**src/rtl/brcPkg.sv**
```systemverilog
package brcPkg;
  localparam int XLEN   = 32;
  localparam int REGAW  = 4;
  localparam int CONSTW = 4;
  localparam int DISPW  = 15;

  typedef enum logic [1:0] {
    GRP_EQ    = 2'd0,
    GRP_GE    = 2'd1,
    GRP_LT    = 2'd2,
    GRP_NEUPD = 2'd3
  } grpE;

  typedef enum logic [1:0] {
    CMP_EQ = 2'd0,
    CMP_NE = 2'd1,
    CMP_GE = 2'd2,
    CMP_LT = 2'd3
  } cmpE;

  typedef struct packed {
    cmpE  cmpOp;
    logic signedCmp;
    logic signExtImm;
    logic wbEn;
    logic wbIncr;
    logic live;
  } ctrlS;
endpackage

```
**src/rtl/immBranchCtrl.sv**
```systemverilog
module immBranchCtrl
  import brcPkg::*;
(
  input  logic [1:0] group,
  input  logic       subOp,
  input  logic       inValid,
  output ctrlS       strobes
);
  grpE grp;
  assign grp = grpE'(group);

  always_comb begin
    strobes            = '0;
    strobes.live       = inValid;
    strobes.signExtImm = 1'b1;
    strobes.signedCmp  = 1'b1;
    unique case (grp)
      GRP_EQ: begin
        strobes.cmpOp = subOp ? CMP_NE : CMP_EQ;
      end
      GRP_GE: begin
        strobes.cmpOp      = CMP_GE;
        strobes.signedCmp  = !subOp;
        strobes.signExtImm = !subOp;
      end
      GRP_LT: begin
        strobes.cmpOp      = CMP_LT;
        strobes.signedCmp  = !subOp;
        strobes.signExtImm = !subOp;
      end
      default: begin
        strobes.cmpOp  = CMP_NE;
        strobes.wbEn   = inValid;
        strobes.wbIncr = subOp;
      end
    endcase
  end
endmodule

```
**src/rtl/immBranchDatapath.sv**
```systemverilog
module immBranchDatapath
  import brcPkg::*;
#(
  parameter int DW        = XLEN,
  parameter int AW        = REGAW,
  parameter int CW        = CONSTW,
  parameter int DSW       = DISPW,
  parameter int INSTBYTES = 4,
  parameter int REGLSB    = 8
) (
  input  logic                clk,
  input  logic                rstN,
  input  logic [DW-1:REGLSB]  instrHi,
  input  logic [DW-1:0]       pc,
  input  logic [DW-1:0]       rfRdData,
  input  ctrlS                strobes,
  output logic [AW-1:0]       regIdx,
  output logic                taken,
  output logic [DW-1:0]       nextPc,
  output logic [DW-1:0]       wbData
);
  localparam int CLSB = REGLSB + AW;
  localparam int DLSB = CLSB + CW;
  localparam int SUBB = DLSB + DSW;

  logic [CW-1:0]  constField;
  logic [DSW-1:0] dispField;
  logic [DW-1:0]  immExt;
  logic [DW-1:0]  dispOff;
  logic           eqHit, ltSigned, ltUnsigned, ltSel, condHit;

  assign regIdx     = instrHi[CLSB-1:REGLSB];
  assign constField = instrHi[DLSB-1:CLSB];
  assign dispField  = instrHi[SUBB-1:DLSB];

  assign immExt  = strobes.signExtImm ? {{(DW-CW){constField[CW-1]}}, constField}
                                      : {{(DW-CW){1'b0}}, constField};
  assign dispOff = {{(DW-DSW-1){dispField[DSW-1]}}, dispField, 1'b0};

  assign eqHit      = (rfRdData == immExt);
  assign ltSigned   = ($signed(rfRdData) < $signed(immExt));
  assign ltUnsigned = (rfRdData < immExt);
  assign ltSel      = strobes.signedCmp ? ltSigned : ltUnsigned;

  always_comb begin
    unique case (strobes.cmpOp)
      CMP_EQ:  condHit = eqHit;
      CMP_NE:  condHit = !eqHit;
      CMP_GE:  condHit = !ltSel;
      default: condHit = ltSel;
    endcase
  end

  assign taken  = strobes.live && condHit;
  assign nextPc = taken ? (pc + dispOff) : (pc + DW'(INSTBYTES));
  assign wbData = strobes.wbIncr ? (rfRdData + 1'b1) : (rfRdData - 1'b1);

  // for one operand pair, the signed and unsigned orderings can only
  // differ when exactly one sign bit is set
  assert_order_sign_R4: assert property (@(posedge clk) disable iff (!rstN)
    (ltSigned != ltUnsigned) |-> (rfRdData[DW-1] != immExt[DW-1]));

  // equality excludes both less-than results
  assert_eq_excl_R3: assert property (@(posedge clk) disable iff (!rstN)
    eqHit |-> (!ltSigned && !ltUnsigned));
endmodule

```
**src/rtl/immBranchExec.sv**
```systemverilog
module immBranchExec
  import brcPkg::*;
(
  input  logic             clk,
  input  logic             rstN,
  input  logic             inValid,
  input  logic [XLEN-1:0]  instr,
  input  logic [XLEN-1:0]  pc,
  input  logic [1:0]       group,
  output logic [REGAW-1:0] rfRdAddr,
  input  logic [XLEN-1:0]  rfRdData,
  output logic             taken,
  output logic [XLEN-1:0]  nextPc,
  output logic             wbEn,
  output logic [REGAW-1:0] wbAddr,
  output logic [XLEN-1:0]  wbData,
  output logic             outValid
);
  localparam int SUBBIT = XLEN - 1;

  ctrlS strobes;
  logic unusedOpLow;
  assign unusedOpLow = ^instr[7:0];

  immBranchCtrl i_ctrl (
    .group   (group),
    .subOp   (instr[SUBBIT]),
    .inValid (inValid),
    .strobes (strobes)
  );

  immBranchDatapath i_dp (
    .clk      (clk),
    .rstN     (rstN),
    .instrHi  (instr[XLEN-1:8]),
    .pc       (pc),
    .rfRdData (rfRdData),
    .strobes  (strobes),
    .regIdx   (rfRdAddr),
    .taken    (taken),
    .nextPc   (nextPc),
    .wbData   (wbData)
  );

  assign wbEn   = strobes.wbEn;
  assign wbAddr = rfRdAddr;

  always_ff @(posedge clk or negedge rstN) begin
    if (!rstN) outValid <= 1'b0;
    else       outValid <= inValid;
  end

  assert_valid_follow_R10: assert property (@(posedge clk) disable iff (!rstN)
    inValid |=> outValid);
  assert_valid_drop_R10: assert property (@(posedge clk) disable iff (!rstN)
    !inValid |=> !outValid);
  assert_wb_gate_R9: assert property (@(posedge clk) disable iff (!rstN)
    wbEn |-> (inValid && group == 2'd3));
  assert_seq_pc_R2: assert property (@(posedge clk) disable iff (!rstN)
    (inValid && !taken) |-> (nextPc == pc + 32'd4));
  assert_idle_R9: assert property (@(posedge clk) disable iff (!rstN)
    !inValid |-> (!taken && !wbEn));
endmodule

```
**config.mk**
```make
export PLATFORM = sky130hd
export DESIGN_NAME = immBranchExec
export DESIGN_NICKNAME = d
export VERILOG_FILES = /design/src/rtl/brcPkg.sv /design/src/rtl/immBranchCtrl.sv /design/src/rtl/immBranchDatapath.sv /design/src/rtl/immBranchExec.sv
export SDC_FILE = /design/constraint.sdc
export NUM_CORES = 1
export LEC_CHECK = 0
export ABC_AREA = 1
export CAP_MARGIN = 20
export CORE_MARGIN = 2
export CORE_UTILIZATION = 30
export DETAILED_ROUTE_END_ITERATION = 10
export DONT_BUFFER_PORTS = 1
export PLACE_DENSITY = 0.53
export SLEW_MARGIN = 20
export SYNTH_ARGS = -nofsm -noshare
export SYNTH_HDL_FRONTEND = slang
export SYNTH_SLANG_ARGS = --single-unit
```
**constraint.sdc**
```tcl
create_clock -name clk -period 4.3 [get_ports clk]
set_input_delay 0.43 -clock clk [delete_from_list [all_inputs] [get_ports clk]]
set_output_delay 0.43 -clock clk [all_outputs]
set_load 0.005 [all_outputs]
```
==> impl_metrics.env, run 1 <==
export IMPL_status="finished clean"
export IMPL_vias=6008
export IMPL_rsz0062_at_grt="false"
export IMPL_avgSynthCellArea_um2=5.786
export IMPL_die_w_um=140.2
export IMPL_final_cell_mix="nand2_1 (279), inv_1 (113), ha_1 (95)"
export IMPL_cp_endpoint="nextPc[31]"
export IMPL_n_antenna_cell=0
export IMPL_tns_ns=0
export IMPL_crit_required_ns=3.87
export IMPL_drc=0
export IMPL_cp_start_kind="primary input"
export IMPL_initial_core_util=0.3078
export IMPL_dr_pass1_iters=5
export IMPL_fmax_ghz=0.2716
export IMPL_dpl_hpwl_um=15300
export IMPL_die_y_um=140.2
export IMPL_synth_cells=962
export IMPL_async_flop_share=1.000
export IMPL_stdcell_area_um2=5761
export IMPL_netlist_area_um2=5567
export IMPL_cts_reportedPaths_clkPinSlew_ns=0
export IMPL_antenna_found_initial=0
export IMPL_post_cts_setup_buffers=0
export IMPL_grt_ovfl_total=0
export IMPL_path_cells="inv_1, ha_1, nand2_1, nand2_1, buf_4, ha_1, a21oi_1, o21ai_0, nand2_1, nand2_1, a21oi_1, nand3_1, nand3_1, nand3_1, nand3_2, buf_4, nand2_1, nand2_1"
export IMPL_ys_ff_latch=1
export IMPL_routabilityCongestion=0.8879
export IMPL_synth_edf_count=0
export IMPL_finalCriticalPeriod_ns=3.682
export IMPL_top_register="outValid"
export IMPL_vias_per_cell=5.118
export IMPL_startpoint="group[1]"
export IMPL_nets=1145
export IMPL_report_final_hold_viol_count=0
export IMPL_yosysUniqueCellTypes=41
export IMPL_crit_type="primary input to primary output"
export IMPL_critPathMostFrequentCell="nand2_1"
export IMPL_num_rows=49
export IMPL_critPathSlowestCell="buf_4"
export IMPL_critPathCaptureType="primary output"
export IMPL_layout_commonest_cell="nand2_1"
export IMPL_max_slew_margin_rel=0.4849
export IMPL_core_area_um2=18090
export IMPL_grt_pass1_wl_um=28610
export IMPL_grt_pass1_vias=5634
export IMPL_placed_area_um2=5761
export IMPL_cts_resized=0
export IMPL_numPortBuffers=0
export IMPL_power_density_nw_per_um2=135.8
export IMPL_grt_util_all_layers=0.1728
export IMPL_ir_worst_vdd_mv=0.03817
export IMPL_drv_slew=0
export IMPL_cpPeakStageDelay_ns=0.36
export IMPL_drive_gt1_frac=0.02434
export IMPL_placedCellCount=1174
export IMPL_yosys_warnings=0
export IMPL_drt_iter0_markers=329
export IMPL_antenna_left=0
export IMPL_cp_arrival_ns=3.25
export IMPL_post_place_ws_ns=0.6098
export IMPL_grt_max_degree=35
export IMPL_ys_flop_type="dfrtp_1"
export IMPL_syn2layout_area_growth_pct=3.484
export IMPL_routed_wl_um=17650
export IMPL_holdBufCountCts=0
export IMPL_io_pins=176
export IMPL_tightestPinTransition_ns=0.7645
export IMPL_largest_register_ffs=1
export IMPL_reg_largest_list="outValid: 1 flops"
export IMPL_wire_per_inst_um=15.03
export IMPL_setup_viol_count_final=0
export IMPL_maxCapViolCount=0
export IMPL_die_area_um2=19660
export IMPL_path_max_fanout=32
export IMPL_finalWorstSetupSlack_ns=0.6180
export IMPL_fin_crit_sh=0.8563
export IMPL_total_power_uw=782.4
export IMPL_min_path_type="primary input to async pin"
export IMPL_layoutNonFillerInstCount=1174
export IMPL_synth_nets=1160
export IMPL_power_leakage_nw=2.946
export IMPL_synth_seq_area_share=0.004495
-- area by class of cell --
cell class / count / area, um^2
fill: 2090 / 12330
inverter: 114 / 427.9
multi-input combinational: 825 / 4984
sequential: 1 / 25.02
tap: 229 / 286.5
timing repair buffer: 5 / 37.54
-- logic make-up after synthesis --
family | count (synthesis) | synth area share
buffers and inverters | 136 | 0.1002
adders and majority gates | 97 | 0.2207
AOI/OAI and AO/OA | 161 | 0.1670
xor gates and xnor gates | 77 | 0.1225
DFF | 1 | 0.004495
and+or+nand+nor | 490 | 0.3850
-- through the flow --
stage | util | hold slack [ns]
after global placement | 0.3185 | 0.1344
after CTS | 0.3185 | 0.1344
after global routing | 0.3185 | 0.1344
final | 0.3185 | 0.1343
after detailed placement | 0.3185 | 0.1344
after floorplan | - | 0.1344
-- how the worst min path moves through the flow --
stage	to	depth (start not counted)	start	slack [ns]
2_1_floorplan	outValid	0	rstN	0.13
3_3_place_gp	outValid	0	rstN	0.13
3_5_place_dp	outValid	0	rstN	0.13
4_1_cts	outValid	0	rstN	0.13
5_1_grt	outValid	0	rstN	0.13
6_report	outValid	0	rstN	0.13
-- synth_stat cells (5+ instances only) --
cell / instances / area [um^2]
o21bai_1: 14 / 105.1
buf_4: 10 / 75.07
nor2_4: 5 / 56.30
a21oi_1: 77 / 385.4
buf_2: 8 / 40.04
nor2_1: 89 / 334.1
o21ai_0: 29 / 145.1
nand4_1: 51 / 319.1
nand3_1: 40 / 200.2
a21boi_0: 5 / 37.54
nor3_1: 9 / 45.04
a21o_1: 12 / 90.09
ha_1: 95 / 1189
inv_1: 113 / 424.2
nand2_1: 279 / 1047
a31oi_1: 9 / 56.30
xnor2_1: 19 / 166.4
xor2_1: 57 / 499.2
-- power breakdown --
group | total [mW] | switching (mW) | leakage (nW) | internal (mW)
Clock | 0 | 0 | 0 | 0
Sequential | 0.0103 | 0.000212 | 0.0117 | 0.0101
Combinational | 0.772 | 0.496 | 2.93 | 0.276
-- metal layers --
metal  wire length (um)  track usage  share of wire  up-vias
met2               7672       0.2874           0.43      135
met3               1090      0.02632          0.062        6
li1                   -            -              -     3208
met4                 73     0.006380         0.0041        0
met5                  0            0              0        -
met1               8810       0.2486           0.50     2659
-- worst max-delay path: cells and delay by family --
| family | cells | cell delay, ns |
|---|---|---|
| fa+ha+maj | 2 | 0.62 |
| simple gates | 10 | 0.98 |
| compound gates | 3 | 0.51 |
| buf+inv | 3 | 0.70 |
Power figures use the tool's default switching activity.
==> run 2: changes to the inputs <==
- CELL_PAD_IN_SITES_DETAIL_PLACEMENT: unset -> 1
- CELL_PAD_IN_SITES_GLOBAL_PLACEMENT: unset -> 1
- PLACE_DENSITY: 0.53 -> 0.69
==> run 2 against run 1 <==
Setup slack worse by 0.16 ns. Sequential power about the same. Final cell count about the same. Largest cell class unchanged. Via count up 3.1%. Worst hold slack about the same. Critical endpoint unchanged.
==> impl_metrics.env, run 2 (synthesized netlist as in run 1, its figures left out) <==
export IMPL_nets=1146
export IMPL_n_antenna_cell=0
export IMPL_die_area_um2=19660
export IMPL_cp_start_kind="primary input"
export IMPL_p_comb_frac=0.987
export IMPL_grt_ovfl_total=0
export IMPL_antenna_found_initial=0
export IMPL_io_pins=176
export IMPL_post_cts_setup_buffers=0
export IMPL_holdWs_ns=0.1343
export IMPL_max_slew_margin_rel=0.4772
export IMPL_rsz0062_at_grt="false"
export IMPL_fillCellCount=2449
export IMPL_drt_iter0_markers=160
export IMPL_num_rows=49
export IMPL_core_area_um2=18090
export IMPL_layout_commonest_cell="nand2_1"
export IMPL_antenna_left=0
export IMPL_routed_wl_um=19420
export IMPL_finalCriticalPeriod_ns=3.838
export IMPL_top_register="outValid"
export IMPL_initial_core_util=0.3078
export IMPL_final_cell_mix="nand2_1 (279), inv_1 (113), ha_1 (95)"
export IMPL_drc=0
export IMPL_path_cells="inv_1, ha_1, nand2_1, nand2_1, buf_4, ha_1, nand4_1, nor3_1, nand2_1, nand2_1, nand2_1, nand3_1, nand3_1, nand2_1, nand2_1, buf_4, nand3_2, buf_4, nand2_1, nand2_1"
export IMPL_tightestPinTransition_ns=0.7759
export IMPL_maxCapViolCount=0
export IMPL_power_density_nw_per_um2=138.2
export IMPL_report_final_hold_viol_count=0
export IMPL_power_leakage_nw=2.950
export IMPL_final_seq_area_um2=25.02
export IMPL_fin_crit_sh=0.8925
export IMPL_setup_viol_count_final=0
export IMPL_fmax_ghz=0.2606
export IMPL_grt_max_degree=35
export IMPL_die_y_um=140.2
export IMPL_path_max_fanout=32
export IMPL_vias=6194
export IMPL_grt_util_all_layers=0.1901
export IMPL_wire_per_inst_um=16.52
export IMPL_cts_reportedPaths_clkPinSlew_ns=0
export IMPL_numPortBuffers=0
export IMPL_grt_pass1_wl_um=31530
export IMPL_drv_slew=0
export IMPL_internal_power_uw=288.6
export IMPL_drive_gt1_frac=0.02537
export IMPL_vias_per_cell=5.271
export IMPL_critPathMostFrequentCell="nand2_1"
export IMPL_die_w_um=140.2
export IMPL_holdBufCountCts=0
export IMPL_finalWorstSetupSlack_ns=0.4625
export IMPL_ir_worst_vdd_mv=0.04832
export IMPL_routabilityCongestion=0.9105
export IMPL_reg_largest_list="outValid: 1 flops"
export IMPL_dpl_hpwl_um=17070
export IMPL_p_sw_frac=0.6381
export IMPL_critPathSlowestCell="nor3_1"
export IMPL_critPathCaptureType="primary output"
export IMPL_tns_ns=0
export IMPL_syn2layout_area_growth_pct=3.619
export IMPL_total_power_uw=797.3
export IMPL_crit_type="primary input to primary output"
export IMPL_cp_arrival_ns=3.41
export IMPL_status="finished clean"
export IMPL_min_path_type="primary input to async pin"
export IMPL_post_place_ws_ns=0.4680
export IMPL_clkPwrFrac=0
export IMPL_pwr_share_seq=0.013
export IMPL_cpPeakStageDelay_ns=0.37
export IMPL_grt_pass1_vias=6310
export IMPL_crit_required_ns=3.87
export IMPL_multi_input_area_um2=4984
export IMPL_final_util=0.3189
export IMPL_p_switching_uw=508.8
export IMPL_cts_resized=0
export IMPL_dr_pass1_iters=4
export IMPL_largest_register_ffs=1
==> run 2: cell types whose count changed in the layout (fill, tap and decap cells not counted) <==
cell	change
buf_4	+1
==> run 2: layer usage <==
| layer | vias to the layer above | global-route usage | wire (um) |
|---|---|---|---|
| li1 | 3194 | - | - |
| met4 | 0 | 0.01648 | 139 |
| met3 | 9 | 0.02393 | 970 |
| met5 | - | 0 | 0 |
| met1 | 2873 | 0.2557 | 9153 |
| met2 | 118 | 0.3375 | 9151 |
==> run 2: worst max-delay path by stage <==
stage,startpoint,to,slack [ns]
global route,group[1],nextPc[31],0.12
finish,group[1],nextPc[31],0.46
global placement,group[1],nextPc[31],0.54
floorplan,group[1],nextPc[10],0.89
detailed placement,group[1],nextPc[31],0.47
CTS,group[1],nextPc[31],0.45
==> run 2: final cells by class <==
class	count	area share
flip-flops and latches	1	0.004338
inverters	114	0.07419
multi-input cells	825	0.8640
repair buffers	6	0.007809
well taps	229	0.04967
==> run 2: worst max-delay path, delay by kind of cell <==
family / cells / cell delay, ns
buffers and inverters: 4 / 0.82
adder cells (fa/ha/maj): 2 / 0.66
AND/OR/NAND/NOR: 14 / 1.48
==> run 2: power groups by stage <==
stage / clock network (mW) / registers, mW / logic (mW)
after floorplan: 0 / 0.0103 / 0.615
after global routing: 0 / 0.0104 / 0.897
after detailed placement: 0 / 0.0103 / 0.790
final: 0 / 0.0103 / 0.787
after global placement: 0 / 0.0103 / 0.771
after CTS: 0 / 0.0103 / 0.794
==> run 2: per-stage QoR <==
step | instance area (um^2) | cells
finish | 5768 | 1175
global route | 5768 | 1175
CTS | 5768 | 1175
detailed placement | 5768 | 1175
global placement | 5768 | 1175
floorplan | 5567 | 962
